--- src/rtl/acq_pkg.sv ---
package acq_pkg;

    typedef enum logic [1:0] {
        SRC_SOFT  = 2'b00,
        SRC_GATE  = 2'b01,
        SRC_FIRST = 2'b10,
        SRC_AUX   = 2'b11
    } run_src_e;

    typedef struct packed {
        logic     aux_edge;
        logic     full_less_one;
        logic     count_all;
        logic     arm;
        run_src_e src;
    } acq_cfg_t;

    localparam int WORD_W        = 32;
    localparam int BIT_ARM       = 2;
    localparam int BIT_COUNT_ALL = 3;
    localparam int BIT_FULL_LESS = 5;
    localparam int BIT_AUX_EDGE  = 11;

    function automatic acq_cfg_t cfg_from_word(input logic [WORD_W-1:0] w);
        acq_cfg_t c;
        c.src           = run_src_e'(w[1:0]);
        c.arm           = w[BIT_ARM];
        c.count_all     = w[BIT_COUNT_ALL];
        c.full_less_one = w[BIT_FULL_LESS];
        c.aux_edge      = w[BIT_AUX_EDGE];
        return c;
    endfunction

    function automatic logic [WORD_W-1:0] cfg_to_word(input acq_cfg_t c);
        logic [WORD_W-1:0] w;
        w                = '0;
        w[1:0]           = c.src;
        w[BIT_ARM]       = c.arm;
        w[BIT_COUNT_ALL] = c.count_all;
        w[BIT_FULL_LESS] = c.full_less_one;
        w[BIT_AUX_EDGE]  = c.aux_edge;
        return w;
    endfunction

endpackage

--- src/rtl/acq_sync.sv ---
module acq_sync #(
    parameter int W      = 3,
    parameter int STAGES = 2
) (
    input  logic         clk,
    input  logic         rst,
    input  logic [W-1:0] din,
    output logic [W-1:0] level,
    output logic [W-1:0] rise
);
    logic [W-1:0] chain [STAGES];
    logic [W-1:0] prev;

    always_ff @(posedge clk) begin
        if (rst) begin
            for (int i = 0; i < STAGES; i++) chain[i] <= '0;
            prev <= '0;
        end else begin
            chain[0] <= din;
            for (int i = 1; i < STAGES; i++) chain[i] <= chain[i-1];
            prev <= chain[STAGES-1];
        end
    end

    assign level = chain[STAGES-1];
    assign rise  = level & ~prev;

    // A rising edge is reported only against a previously low sample
    p_rise_single_r6: assert property (@(posedge clk) disable iff (rst)
        (rise != '0) |=> ((rise & $past(rise)) == '0));
endmodule

--- src/rtl/acq_cfg_reg.sv ---
module acq_cfg_reg
    import acq_pkg::*;
(
    input  logic              clk,
    input  logic              rst,
    input  logic              wr,
    input  logic [WORD_W-1:0] wdata,
    output logic [WORD_W-1:0] rdata,
    output acq_cfg_t          cfg
);
    always_ff @(posedge clk) begin
        if (rst) cfg <= cfg_from_word('0);
        else if (wr) cfg <= cfg_from_word(wdata);
    end

    assign rdata = cfg_to_word(cfg);

    p_write_lands_r10: assert property (@(posedge clk) disable iff (rst)
        wr |=> (rdata == ($past(wdata) & 32'h0000_082F)));
endmodule

--- src/rtl/acq_run_sel.sv ---
module acq_run_sel
    import acq_pkg::*;
(
    input  logic     clk,
    input  logic     rst,
    input  acq_cfg_t cfg,
    input  logic     gate_lvl,
    input  logic     aux_lvl,
    input  logic     aux_rise,
    input  logic     trig_rise,
    output logic     running,
    output logic     start
);
    logic run_nx;

    always_comb begin
        run_nx = 1'b0;
        unique case (cfg.src)
            SRC_SOFT:  run_nx = cfg.arm;
            SRC_GATE:  run_nx = cfg.arm & gate_lvl;
            SRC_FIRST: run_nx = cfg.arm & (running | trig_rise);
            SRC_AUX: begin
                if (cfg.aux_edge) run_nx = cfg.arm & (running | aux_rise);
                else              run_nx = cfg.arm & aux_lvl;
            end
            default:   run_nx = 1'b0;
        endcase
    end

    always_ff @(posedge clk) begin
        if (rst) running <= 1'b0;
        else     running <= run_nx;
    end

    assign start = run_nx & ~running;

    p_soft_follow_r1: assert property (@(posedge clk) disable iff (rst)
        (cfg.src == SRC_SOFT) |=> (running == $past(cfg.arm)));
    p_gate_low_off_r2: assert property (@(posedge clk) disable iff (rst)
        (cfg.src == SRC_GATE && !gate_lvl) |=> !running);
    p_first_holds_r3: assert property (@(posedge clk) disable iff (rst)
        (cfg.src == SRC_FIRST && cfg.arm && running) |=> running);
    p_aux_level_r4: assert property (@(posedge clk) disable iff (rst)
        (cfg.src == SRC_AUX && !cfg.aux_edge && !aux_lvl) |=> !running);
    p_aux_latch_r5: assert property (@(posedge clk) disable iff (rst)
        (cfg.src == SRC_AUX && cfg.aux_edge && cfg.arm && running) |=> running);
    p_disarm_off_r3: assert property (@(posedge clk) disable iff (rst)
        !cfg.arm |=> !running);
endmodule

--- src/rtl/acq_trig_unit.sv ---
module acq_trig_unit
    import acq_pkg::*;
#(
    parameter int CNT_W    = 32,
    parameter int NUM_BUFS = 16,
    parameter int BUF_W    = $clog2(NUM_BUFS + 1)
) (
    input  logic             clk,
    input  logic             rst,
    input  acq_cfg_t         cfg,
    input  logic             running,
    input  logic             start,
    input  logic             trig_rise,
    input  logic [BUF_W-1:0] bufs_used,
    output logic             trig_pulse,
    output logic [CNT_W-1:0] count,
    output logic             full
);
    localparam logic [BUF_W-1:0] LIM_ALL  = BUF_W'(NUM_BUFS);
    localparam logic [BUF_W-1:0] LIM_LESS = BUF_W'(NUM_BUFS - 1);

    logic accept;
    logic bump;

    assign full   = bufs_used >= (cfg.full_less_one ? LIM_LESS : LIM_ALL);
    assign accept = trig_rise & running & ~full;
    assign bump   = cfg.count_all ? trig_rise : accept;

    always_ff @(posedge clk) begin
        if (rst) begin
            trig_pulse <= 1'b0;
            count      <= '0;
        end else begin
            trig_pulse <= accept;
            if (start)     count <= '0;
            else if (bump) count <= count + 1'b1;
        end
    end

    p_pulse_needs_run_r6: assert property (@(posedge clk) disable iff (rst)
        trig_pulse |-> $past(running) && !$past(full));
    p_count_step_r7: assert property (@(posedge clk) disable iff (rst)
        !start |=> (count == $past(count) || count == $past(count) + 1'b1));
    p_start_clears_r8: assert property (@(posedge clk) disable iff (rst)
        start |=> (count == '0));
    p_full_all_r9: assert property (@(posedge clk) disable iff (rst)
        (bufs_used >= LIM_ALL) |-> full);
    p_full_clear_r9: assert property (@(posedge clk) disable iff (rst)
        (bufs_used < LIM_LESS) |-> !full);
endmodule

--- src/rtl/acq_run_ctrl.sv ---
module acq_run_ctrl
    import acq_pkg::*;
#(
    parameter int CNT_W       = 32,
    parameter int NUM_BUFS    = 16,
    parameter int SYNC_STAGES = 2,
    parameter int BUF_W       = $clog2(NUM_BUFS + 1)
) (
    input  logic             clk,
    input  logic             rst,
    input  logic             reg_wr,
    input  logic [31:0]      reg_wdata,
    output logic [31:0]      reg_rdata,
    input  logic             gate_in,
    input  logic             aux_run_in,
    input  logic             trig_in,
    input  logic [BUF_W-1:0] bufs_used,
    output logic             running,
    output logic             trig_pulse,
    output logic [CNT_W-1:0] trig_count,
    output logic             board_full
);
    localparam int N_IN = 3;
    localparam int I_GATE = 0;
    localparam int I_AUX  = 1;
    localparam int I_TRIG = 2;

    acq_cfg_t        cfg;
    logic [N_IN-1:0] lvl;
    logic [N_IN-1:0] rise;
    logic            start;

    acq_cfg_reg u_reg (
        .clk   (clk),
        .rst   (rst),
        .wr    (reg_wr),
        .wdata (reg_wdata),
        .rdata (reg_rdata),
        .cfg   (cfg)
    );

    acq_sync #(.W(N_IN), .STAGES(SYNC_STAGES)) u_sync (
        .clk   (clk),
        .rst   (rst),
        .din   ({trig_in, aux_run_in, gate_in}),
        .level (lvl),
        .rise  (rise)
    );

    acq_run_sel u_run (
        .clk       (clk),
        .rst       (rst),
        .cfg       (cfg),
        .gate_lvl  (lvl[I_GATE]),
        .aux_lvl   (lvl[I_AUX]),
        .aux_rise  (rise[I_AUX]),
        .trig_rise (rise[I_TRIG]),
        .running   (running),
        .start     (start)
    );

    acq_trig_unit #(.CNT_W(CNT_W), .NUM_BUFS(NUM_BUFS), .BUF_W(BUF_W)) u_trig (
        .clk        (clk),
        .rst        (rst),
        .cfg        (cfg),
        .running    (running),
        .start      (start),
        .trig_rise  (rise[I_TRIG]),
        .bufs_used  (bufs_used),
        .trig_pulse (trig_pulse),
        .count      (trig_count),
        .full       (board_full)
    );

    p_reset_quiet_r11: assert property (@(posedge clk)
        rst |=> (!running && !trig_pulse && trig_count == '0 && reg_rdata == '0));
endmodule

--- config.mk ---
export PLATFORM = sky130hd
export DESIGN_NAME = acq_run_ctrl
export DESIGN_NICKNAME = d
export VERILOG_FILES = /design/src/rtl/acq_pkg.sv /design/src/rtl/acq_sync.sv /design/src/rtl/acq_cfg_reg.sv /design/src/rtl/acq_run_sel.sv /design/src/rtl/acq_trig_unit.sv /design/src/rtl/acq_run_ctrl.sv
export SDC_FILE = /design/constraint.sdc
export NUM_CORES = 1
export LEC_CHECK = 0
export BUFFER_PORTS_ARGS = -buffer_cell sky130_fd_sc_hd__buf_2
export CORE_MARGIN = 2
export CORE_UTILIZATION = 43
export CTS_CLUSTER_DIAMETER = 50
export DETAILED_ROUTE_END_ITERATION = 12
export PLACE_DENSITY = 0.76
export RECOVER_POWER = 100
export SYNTH_ARGS = -nofsm -noshare
export SYNTH_HDL_FRONTEND = slang
export SYNTH_HIERARCHICAL = 1
export SYNTH_SLANG_ARGS = --single-unit
--- constraint.sdc ---
create_clock -name clk -period 2.1 [get_ports clk]
set_input_delay 0.21 -clock clk [delete_from_list [all_inputs] [get_ports clk]]
set_output_delay 0.21 -clock clk [all_outputs]
set_load 0.005 [all_outputs]
# ---- Yosys cells after proc, flatten, opt, wreduce, memory -nomap -nowiden
# Memories as Yosys holds them, arrays and structs flattened.
# Index checks and enable logic that the tools add are counted.
dict set report totals {
  reg_bits 43
  ram_bits 6
  input_bits 43
  elab_cells 41
  memories 1
}
dict set report classes {
  add_sub_neg 1
  n_lt_le_gt_ge 1
  n_eq_ne 3
  n_mux 9
  bitwise_logic 15
  n_reduce_logical 2
}
# name words word_bits read_ports rd_clocked_by_memory_dff write_ports line
set mem_list {}
lappend mem_list {u_sync.chain 2 3 2 0 2 acq_sync.sv:11} ;# logic [W-1:0] chain [STAGES];
# operator n
set ops {}
lappend ops {{32-bit by 1-bit adder with 32-bit output (second input constant)} 1}
lappend ops {{1-bit bitwise AND} 7}
lappend ops {{3-bit two-way mux} 2}
lappend ops {{5-bit >= comparator} 1}
lappend ops {{1-bit two-way mux} 5}
lappend ops {{5-bit two-way mux} 1}
lappend ops {{2-bit == test (second input constant)} 2}
lappend ops {{1-bit bitwise OR} 4}
lappend ops {{1-bit case mux with 4 select lines} 1}
lappend ops {{3-bit bitwise AND} 1}
lappend ops {{3-bit inverter} 1}
lappend ops {{2-bit by 1-bit == test with 1-bit output (second input constant)} 1}
lappend ops {{2-bit logical NOT} 1}
lappend ops {{1-bit inverter} 2}
lappend ops {{2-bit OR reduction} 1}

# ---- Depth between registers and ports, before layout
# Gate-level depths: netlist (run 1).
dict set report logic_depth {
  ltp_word 8
  depth_mapped 10
  mapped_depth_nobuf 7
}

# ---- By module
# The synthesis (run 1) kept the hierarchy.
# module n_inst cells_per_inst area_per_inst_um2
set by_module_without_submodules {}
lappend by_module_without_submodules {acq_trig_unit 1 221 1839.3}
lappend by_module_without_submodules {acq_cfg_reg 1 52 457.9}
lappend by_module_without_submodules {acq_sync 1 24 277.8}
lappend by_module_without_submodules {acq_run_sel 1 9 68.8}

# ---- Least setup slack after synthesis (run 1)
# No wires, ideal clock.
dict set report synth_path {
  path_kind {flip-flop to flip-flop}
  startpoint {register u_reg/cfg[4] (netlist name)}
  endpoint {register u_trig.count[29]}
  setup_ns 0.070
  arrival_time_ns 2.019
  required_ns 2.030
  setup_slack_ns 0.010
  stages_incl_launch_ff 10
  n_path_buf 2
  synth_period_minus_slack_ns 2.090
  path_cell_list {dfxtp_1 inv_1 ha_1 a21oi_1 o21ai_1 and2_1 clkbuf_1 clkbuf_1 or4_1 a21oi_1}
}
dict set report synth_between {
  elab_chain_cells 5
}
# element line
set synth_lines {}
lappend synth_lines {{5-bit two-way mux} acq_trig_unit.sv:25} ;# assign full = bufs_used >= (cfg.full_less_one ? LIM_LESS : LIM_ALL);
lappend synth_lines {{5-bit >= comparator} acq_trig_unit.sv:25}
lappend synth_lines {{1-bit inverter} acq_trig_unit.sv:26} ;# assign accept = trig_rise & running & ~full;
lappend synth_lines {{1-bit bitwise AND} acq_trig_unit.sv:26}
lappend synth_lines {{1-bit two-way mux} acq_trig_unit.sv:27} ;# assign bump = cfg.count_all ? trig_rise : accept;
lappend synth_lines {{to (signal assigned)} acq_trig_unit.sv:36} ;# else if (bump) count <= count + 1'b1;
lappend synth_lines {{to (decl)} acq_trig_unit.sv:16} ;# output logic [CNT_W-1:0] count,
# Every way passes these cells.
# A chain may end at the register's enable or synchronous reset.

# ---- Final worst setup path (run 1)
dict set report layout_path {
  startpoint {register u_reg/cfg[4] (netlist name)}
  endpoint {register u_trig.count[24]}
}
dict set report layout_between {
  elab_chain_cells 5
}
# element line
set layout_lines {}
lappend layout_lines {{5-bit two-way mux} acq_trig_unit.sv:25}
lappend layout_lines {{5-bit >= comparator} acq_trig_unit.sv:25}
lappend layout_lines {{1-bit inverter} acq_trig_unit.sv:26}
lappend layout_lines {{1-bit bitwise AND} acq_trig_unit.sv:26}
lappend layout_lines {{1-bit two-way mux} acq_trig_unit.sv:27}
# Every way passes these cells.

==> reports/results.ini, run 1 <==
[place]
placedInstanceArea_mm2 = 0.00293
hpwlAfterDp_mm = 4.04
dp_cells = 429
dpl_worst_slack_ns = -0.0188
port_buffers = 57
gp_congestion = 0.824

[outcome]
outcome = finished clean

[drt]
drt_pass1_iterations = 4
vias = 2397
postRouteAntennaNets = 0
routed_wl_mm = 5.92
drc_errors = 0
routedWlPerCell_um = 13.4
drtIter0Drc = 145
drt-vias-per-instance = 5.42

[finish]
area_growth_pct = 19.1
fillers = 573
fin_util = 0.527
nets = 415
fin_cells = 442
drive_above_1_share = 0.229
diodes = 0
final_cell_area_mm2 = 0.00310

[sta]
tightest_slew_ns = 0.714
finalHoldViolCount = 0
fmax_ghz = 0.494
fin_skew_ns = 0.00382
setup_tns_ns = 0
fin_crit_sh = 0.964
setup_slack_ns = 0.0761
rsz0062_at_grt = yes
slew_viol_final = 0
slew-limit-headroom = 0.524
setup_viol = 0
worst_hold_slack_ns = 0.123
period_needed_ns = 2.02

[clock_network]
numCtsBuffers = 5
clock_latency_ns = 0.30
cts_buffer_depth = 2
cts_tree = built
htreeDepth = 2
cts.sinks = 48
path_clk_slew_ns = 0.09
ctsRootBufferMaster = clkbuf_8

[global_route]
antenna_found_initial = 0
grt.total_usage = 0.169
grt_max_degree = 37
grt_pass1_vias = 1962
grt_pass1_wl_mm = 8.92
grt-ovfl-total = 0

[setup_path]
rrSetupSlack_ns = 0.08
timing.rr.start = u_reg/cfg[4]$_SDFFE_PP0P_
crit_arrival_ns = 2.26
cp.required_ns = 2.34
critPathKind = reg -> reg
reg2regPathDepth = 7
setup.worst_path.start_class = flip-flop
endpoint_kind = flip-flop
worstPathMaxFanout = 18
r2r_end = u_trig/count[24]$_SDFFE_PP0P_

[die]
core_area_mm2 = 0.00589
num_rows = 28
start_util = 0.442
fp.dieH_um = 81.8
die_w_um = 81.8
die_area_mm2 = 0.00669
pin_count = 110

[min_path]
hold_end = u_sync/chain[0][2]$_SDFF_PP0_
hold_depth = 2
worstHoldPathType = in -> reg
hp-start = trig_in

[logic_synthesis]
synthCells = 302
synth.cell_area_mm2 = 0.00260
ys_warn_count = 6
syn_area_per_cell_um2 = 8.62

[job]
timing.max_cap.violations = 0

[power]
power_mw = 1.76
leakagePower_nw = 1.25
peakVddDrop_uv = 409
power_density_mw_per_mm2 = 567

layout by cell type, fill, tap and decap left out, types with 14 or more instances in the layout:
cell,n
clkbuf_1,18
a21oi_1,29
or4_1,22
conb_1,26
buf_4,14
nor2_1,15
buf_2,44
o31ai_1,23
dfxtp_1,47
critical path, stage by stage, from the launching register on:
cell	delay (ns)
dfxtp_4	0.36
ha_1	0.30
nand2_1	0.08
a31oi_1	0.13
or2_4	0.29
buf_12	0.16
or4_1	0.49
a21oi_2	0.15
where the power goes:
group | total (mW) | internal (mW) | switching (mW)
clock network | 0.666 | 0.353 | 0.313
logic | 0.160 | 0.0637 | 0.0958
registers | 0.934 | 0.923 | 0.0105
total | 1.76 | 1.34 | 0.420
metal layers:
| metal | part of all wire | global-route usage |
|---|---|---|
| met1 | 0.43 | 0.217 |
| met2 | 0.50 | 0.278 |
| met3 | 0.061 | 0.0407 |
| met4 | 0.0088 | 0.0583 |
| met5 | 0 | 0 |
how the worst max path moves through the flow:
stage / start / to / slack [ns] / cells after the start
floorplan: u_reg/cfg[4]$_SDFFE_PP0P_ / u_trig/count[29]$_SDFFE_PP0P_ / 0.01 / 9
global placement: u_reg/cfg[4]$_SDFFE_PP0P_ / u_trig/count[27]$_SDFFE_PP0P_ / 0.008 / 8
detailed placement: u_reg/cfg[4]$_SDFFE_PP0P_ / u_trig/count[29]$_SDFFE_PP0P_ / -0.02 / 8
CTS: u_reg/cfg[4]$_SDFFE_PP0P_ / u_trig/count[24]$_SDFFE_PP0P_ / 0.01 / 8
global route: u_reg/cfg[4]$_SDFFE_PP0P_ / u_trig/count[11]$_SDFFE_PP0P_ / -0.03 / 6
finish: u_reg/cfg[4]$_SDFFE_PP0P_ / u_trig/count[24]$_SDFFE_PP0P_ / 0.08 / 7
repair_timing:
action / CTS / global route
hold buffers: 0 / 0
buffers inserted: 0 / 4
pin swaps: 0 / 11
gates cloned: 0 / 1
gates resized for setup: 1 / 11
endpoints found under the setup margin: 21 / 29
sequential cells by signal, summed over array words and instances, names as in the netlist:
| register | flops |
|---|---|
| u_run/running | 1 |
| u_sync/chain | 6 |
| u_sync/prev | 2 |
| u_reg/cfg | 6 |
| u_trig/count | 32 |
| u_trig/trig_pulse | 1 |
cell type report:
class,count,area [µm²],share of cell area
inverters,8,30.0,0.00968
flip-flops and latches,48,965,0.311
well taps,75,93.8,0.0303
clock buffers,5,68.8,0.0222
repair buffers,82,492,0.159
clock inverters,3,42.5,0.0137
multi-input cells,221,1410,0.455
No activity file was read; power rests on OpenSTA's default activity.
==> inputs of run 2 (changes only) <==
Settings changed: PLACE_DENSITY 0.76 to 0.75.
==> run 2 against run 1 <==
Compared with the run above: sequential power barely moved; critical path depth did not move; combinational power about the same; sequential share of layout area hardly changed; critical path type unchanged; highest routed layer unchanged.
==> reports/results.ini, run 2 (synthesis gave the netlist of run 1 again) <==
[finish]
nets = 420
top_register = u_trig/count
largestRegisters = u_trig/count: 32 flops, u_reg/cfg: 6 flops, u_sync/chain: 6 flops
final_common_cell = dfxtp_1
area_growth_pct = 18.8
final_cell_area_mm2 = 0.00309
diodes = 0
drive_above_1_share = 0.237
fin_util = 0.526
final_cell_mix = dfxtp_1 (47), buf_2 (44), a21oi_1 (27)
largest_reg_flops = 32

[power]
leakagePower_nw = 1.24
power_density_mw_per_mm2 = 544
peakVddDrop_uv = 372
power_mw = 1.68

[setup_path]
reg2regPathDepth = 7
endpoint_kind = flip-flop
setup.worst_path.start_class = flip-flop
worstPathMaxFanout = 18
crit_arrival_ns = 2.29
cp.required_ns = 2.35
critPathKind = reg -> reg

[die]
pin_count = 110
die_area_mm2 = 0.00669
die_w_um = 81.8
start_util = 0.442
core_area_mm2 = 0.00589
num_rows = 28
fp.dieH_um = 81.8

[place]
hpwlAfterDp_mm = 4.24
placedInstanceArea_mm2 = 0.00296
port_buffers = 57
gp_congestion = 0.818

[sta]
setup_tns_ns = 0
tightest_slew_ns = 0.730
fin_crit_sh = 0.972
fin_skew_ns = 0.00585
setup_viol = 0
slew-limit-headroom = 0.513
worst_hold_slack_ns = 0.107
fmax_ghz = 0.490
finalHoldViolCount = 0
slew_viol_final = 0
period_needed_ns = 2.04

[clock_network]
cts_hold_buffers = 0
htreeDepth = 2
cts_buffer_depth = 2
path_clk_slew_ns = 0.09
clock_latency_ns = 0.31
cts_tree = built
numCtsBuffers = 5
cts.sinks = 48
ctsRootBufferMaster = clkbuf_8

[job]
timing.max_cap.violations = 0

[global_route]
grt_max_degree = 37
grt_pass1_vias = 2065
grt_pass1_wl_mm = 9.18
grt-ovfl-total = 0
antenna_found_initial = 0
grt.total_usage = 0.177

[drt]
dr.max_layer_used = met4
drtIter0Drc = 118
drt-vias-per-instance = 5.41
postRouteAntennaNets = 0
drc_errors = 0
drt_pass1_iterations = 4
routedWlPerCell_um = 13.8
dr_wl_met3_um = 343
vias = 2419
routed_wl_mm = 6.16
drt-met1-wl_mm = 2.57
wl_met2_mm = 3.12

[min_path]
hold_depth = 2
worstHoldPathType = in -> reg

[outcome]
outcome = finished clean

-- run 2: changes by cell type in the layout (fill, tap and decap cells not counted), moves of 2 or more --
cell	delta
clkbuf_1	+5
clkbuf_2	+3
a21oi_1	-2
a21oi_2	+2
buf_12	-2
buf_4	-2
-- run 2: timing repair --
| item | 4_1_cts | 5_1_grt |
|---|---|---|
| resized for setup | 2 | 15 |
| setup endpoints to repair | 19 | 28 |
| hold endpoints to repair | 0 | 0 |
| pin swaps | 1 | 3 |
| gates cloned | 0 | 1 |
| setup buffers | 2 | 1 |
-- run 2: path summary, 6_finish.rpt --
path                            startpoint                       endpoint  slack (ns)
max reg2reg      u_reg/cfg[4]$_SDFFE_PP0P_  u_trig/count[17]$_SDFFE_PP0P_        0.06
max              u_reg/cfg[4]$_SDFFE_PP0P_  u_trig/count[17]$_SDFFE_PP0P_        0.06
min reg2reg  u_sync/chain[0][1]$_SDFF_PP0_  u_sync/chain[0][4]$_SDFF_PP0_        0.44
min                             aux_run_in  u_sync/chain[0][1]$_SDFF_PP0_        0.11
-- run 2: per-layer routing --
layer / up-vias / track usage
li1: 1201 / -
met1: 1128 / 0.212
met2: 76 / 0.294
met3: 14 / 0.0571
met4: 0 / 0.0683
met5: - / 0
-- run 2: worst max-delay path, stage by stage, from the launching register on --
cell,delay [ns]
dfxtp_2,0.35
ha_1,0.30
nand2_1,0.09
a31oi_2,0.12
or2_4,0.27
buf_6,0.16
or4_1,0.53
a21oi_2,0.16
-- run 2: where the power goes --
part / internal [mW] / switching [mW] / leakage [nW] / total, mW
combinational: 0.0641 / 0.0981 / 0.806 / 0.162
sequential: 0.924 / 0.0108 / 0.390 / 0.935
clock: 0.267 / 0.319 / 0.0434 / 0.586
total: 1.25 / 0.428 / 1.24 / 1.68
-- run 2: through the flow --
step	instances	setup WS, ns
finish	447	0.0598
detailed placement	435	-0.0339
global placement	435	0.00339
floorplan	327	0.0100
CTS	445	0.00580
global route	447	-0.0246
-- run 2: cell type report --
| type | instances | area [µm²] |
|---|---|---|
| fill | 585 | 2790 |
| multi-input combinational | 221 | 1430 |
| sequential | 48 | 962 |
| timing repair buffer | 87 | 482 |
| tap | 75 | 93.8 |
| clock buffer | 6 | 82.6 |
| inverter | 8 | 30.0 |
| clock inverter | 2 | 15.0 |
==> inputs of run 3 (changes only) <==
Settings changed: CORE_ASPECT_RATIO set to 0.6, CORE_MARGIN 2 to unset.
==> run 3 against run 2 <==
Compared with the run above: non-clock buffer count increased by 1; core utilization up 2.5 points; worst hold slack gained 0.0016 ns; largest power group unchanged; worst setup slack gained 0.0034 ns; global-route usage up 1.4 points; clock-buffer cell count is 1 lower; clock skew grew 0.0026 ns; power decreased by 0.88%; wire length rose by 2.4%; final area is 1.4% higher.
==> reports/results.ini, run 3 (synthesis gave the netlist of run 1 again) <==
[outcome]
outcome = finished clean

[setup_path]
timing.rr.start = u_reg/cfg[4]$_SDFFE_PP0P_
crit_arrival_ns = 2.27
crit_chain = ha_1, nand2_1, a31oi_1, or3_4, buf_4, or3_1, a21oi_1
worstPathMaxFanout = 8
endpoint_kind = flip-flop
cp.required_ns = 2.33
critPathKind = reg -> reg
crit_path_max_incr_delay_ns = 0.47
cp_num_buf_inv = 1
rrSetupSlack_ns = 0.06
r2r_end = u_trig/count[5]$_SDFFE_PP0P_
critPathSlowestCell = or3_4
setup.worst_path.start_class = flip-flop
crit_family = simple AND/OR/NAND/NOR gates
reg2regPathDepth = 7

[power]
leakagePower_nw = 1.26
p_seq_frac = 0.560
p_sw_frac = 0.263
power_density_mw_per_mm2 = 532
power_mw = 1.67
p_comb_frac = 0.101
clkPwrFrac = 0.339
peakVddDrop_uv = 264
p_sw_uw = 439
p_int_mw = 1.23

[finish]
largestRegisters = u_trig/count: 32 flops, u_reg/cfg: 6 flops, u_sync/chain: 6 flops
multi_input_area_mm2 = 0.00143
fillers = 573
nets = 421
top_register = u_trig/count
final_cell_mix = buf_2 (47), dfxtp_1 (47), a21oi_1 (27)
seq_area_um2 = 965
area_growth_pct = 20.5
drive_above_1_share = 0.247
largest_reg_flops = 32
diodes = 0

[drt]
drt_pass1_iterations = 4
routed_wl_mm = 6.30
routedWlPerCell_um = 13.9
drt-vias-per-instance = 5.34
drc_errors = 0
drtIter0Drc = 81
vias = 2420
postRouteAntennaNets = 0

[clock_network]
path_clk_slew_ns = 0.10
clock_latency_ns = 0.30
cts_tree = built
numCtsBuffers = 5
ctsRootBufferMaster = clkbuf_8
cts.sinks = 48
cts_buffer_depth = 2
htreeDepth = 2

[sta]
worst_hold_slack_ns = 0.109
fin_crit_sh = 0.970
slew-limit-headroom = 0.478
finalHoldViolCount = 0
slew_viol_final = 0
setup_viol = 0
fin_skew_ns = 0.00848
period_needed_ns = 2.04
tightest_slew_ns = 0.784
fmax_ghz = 0.491

[global_route]
grt-ovfl-total = 0
grt.total_usage = 0.191
grt_pass1_vias = 2159
grt_max_degree = 43
antenna_found_initial = 0
grt_pass1_wl_mm = 9.82

[job]
timing.max_cap.violations = 0

[die]
die_area_mm2 = 0.00638
core_area_mm2 = 0.00570
fp.dieH_um = 62.3
start_util = 0.457
pin_count = 110
die_w_um = 102
num_rows = 21

[min_path]
hold_depth = 2
hold_end = u_sync/chain[0][2]$_SDFF_PP0_
worstHoldPathType = in -> reg
hp-start = trig_in

[place]
port_buffers = 57
hpwlAfterDp_mm = 4.40
gp_congestion = 0.786

run 3: cell types whose count changed in the layout (fill, tap and decap cells not counted), sizes merged:
cell | previous run | this run
buf | 59 | 65
clkbuf | 34 | 28
clkinv | 0 | 1
run 3: metal layers:
layer	vias up	GRT usage	routed length, µm
met5	-	0	0
met4	0	0.0268	11
met3	2	0.0405	398
met2	82	0.299	2900
met1	1130	0.273	3000
li1	1206	-	-
run 3: what timing repair did:
| item | 4_1_cts | 5_1_grt |
|---|---|---|
| pin swaps | 0 | 4 |
| hold buffers | 0 | 0 |
| setup buffers | 0 | 4 |
| cloned | 0 | 1 |
| endpoints found under the setup margin | 29 | 31 |
| gates resized for setup | 3 | 12 |
run 3: layout make-up:
class / count / share of cell area
Tap cell: 80 / 0.0319
Sequential cell: 48 / 0.308
Timing Repair Buffer: 88 / 0.166
Clock buffer: 5 / 0.0219
Inverter: 8 / 0.00957
Multi-Input combinational cell: 221 / 0.456
Clock inverter: 3 / 0.00758
run 3: how the worst max path moves through the flow:
stage | start | end | depth (start not counted)
global route | u_reg/cfg[4]$_SDFFE_PP0P_ | u_trig/count[6]$_SDFFE_PP0P_ | 7
finish | u_reg/cfg[4]$_SDFFE_PP0P_ | u_trig/count[5]$_SDFFE_PP0P_ | 7
detailed placement | u_reg/cfg[4]$_SDFFE_PP0P_ | u_trig/count[22]$_SDFFE_PP0P_ | 8
CTS | u_reg/cfg[4]$_SDFFE_PP0P_ | u_trig/count[6]$_SDFFE_PP0P_ | 8
floorplan | u_reg/cfg[4]$_SDFFE_PP0P_ | u_trig/count[29]$_SDFFE_PP0P_ | 9
global placement | u_reg/cfg[4]$_SDFFE_PP0P_ | u_trig/count[26]$_SDFFE_PP0P_ | 8
run 3: worst register-to-register path: cells and delay by family, from the launching register on:
family                     cells  cell delay (ns)
AOI/OAI and AO/OA              2             0.27
DFF                            1             0.37
and+or+nand+nor                3             0.86
adders and majority gates      1             0.30
buffers and inverters          1             0.16
run 3: power by group through the flow:
stage	sequential [mW]	combinational (mW)	clock [mW]
after floorplan	0.953	0.142	0
after global placement	0.955	0.152	0
after detailed placement	0.955	0.157	0
after CTS	0.934	0.159	0.584
after global routing	0.936	0.191	0.625
final	0.934	0.169	0.565
run 3: stage by stage:
stage / instances / util / setup WS [ns] / cell area [µm²] / TNS, ns
3_5_place_dp: 440 / 0.524 / -0.0485 / 2990 / -0.538
5_1_grt: 453 / 0.550 / -0.0179 / 3140 / -0.0738
2_1_floorplan: 327 / - / 0.0100 / 2700 / 0
3_3_place_gp: 440 / 0.524 / -0.00319 / 2990 / -0.00394
4_1_cts: 448 / 0.542 / 0.0161 / 3090 / 0
6_report: 453 / 0.550 / 0.0632 / 3140 / 0
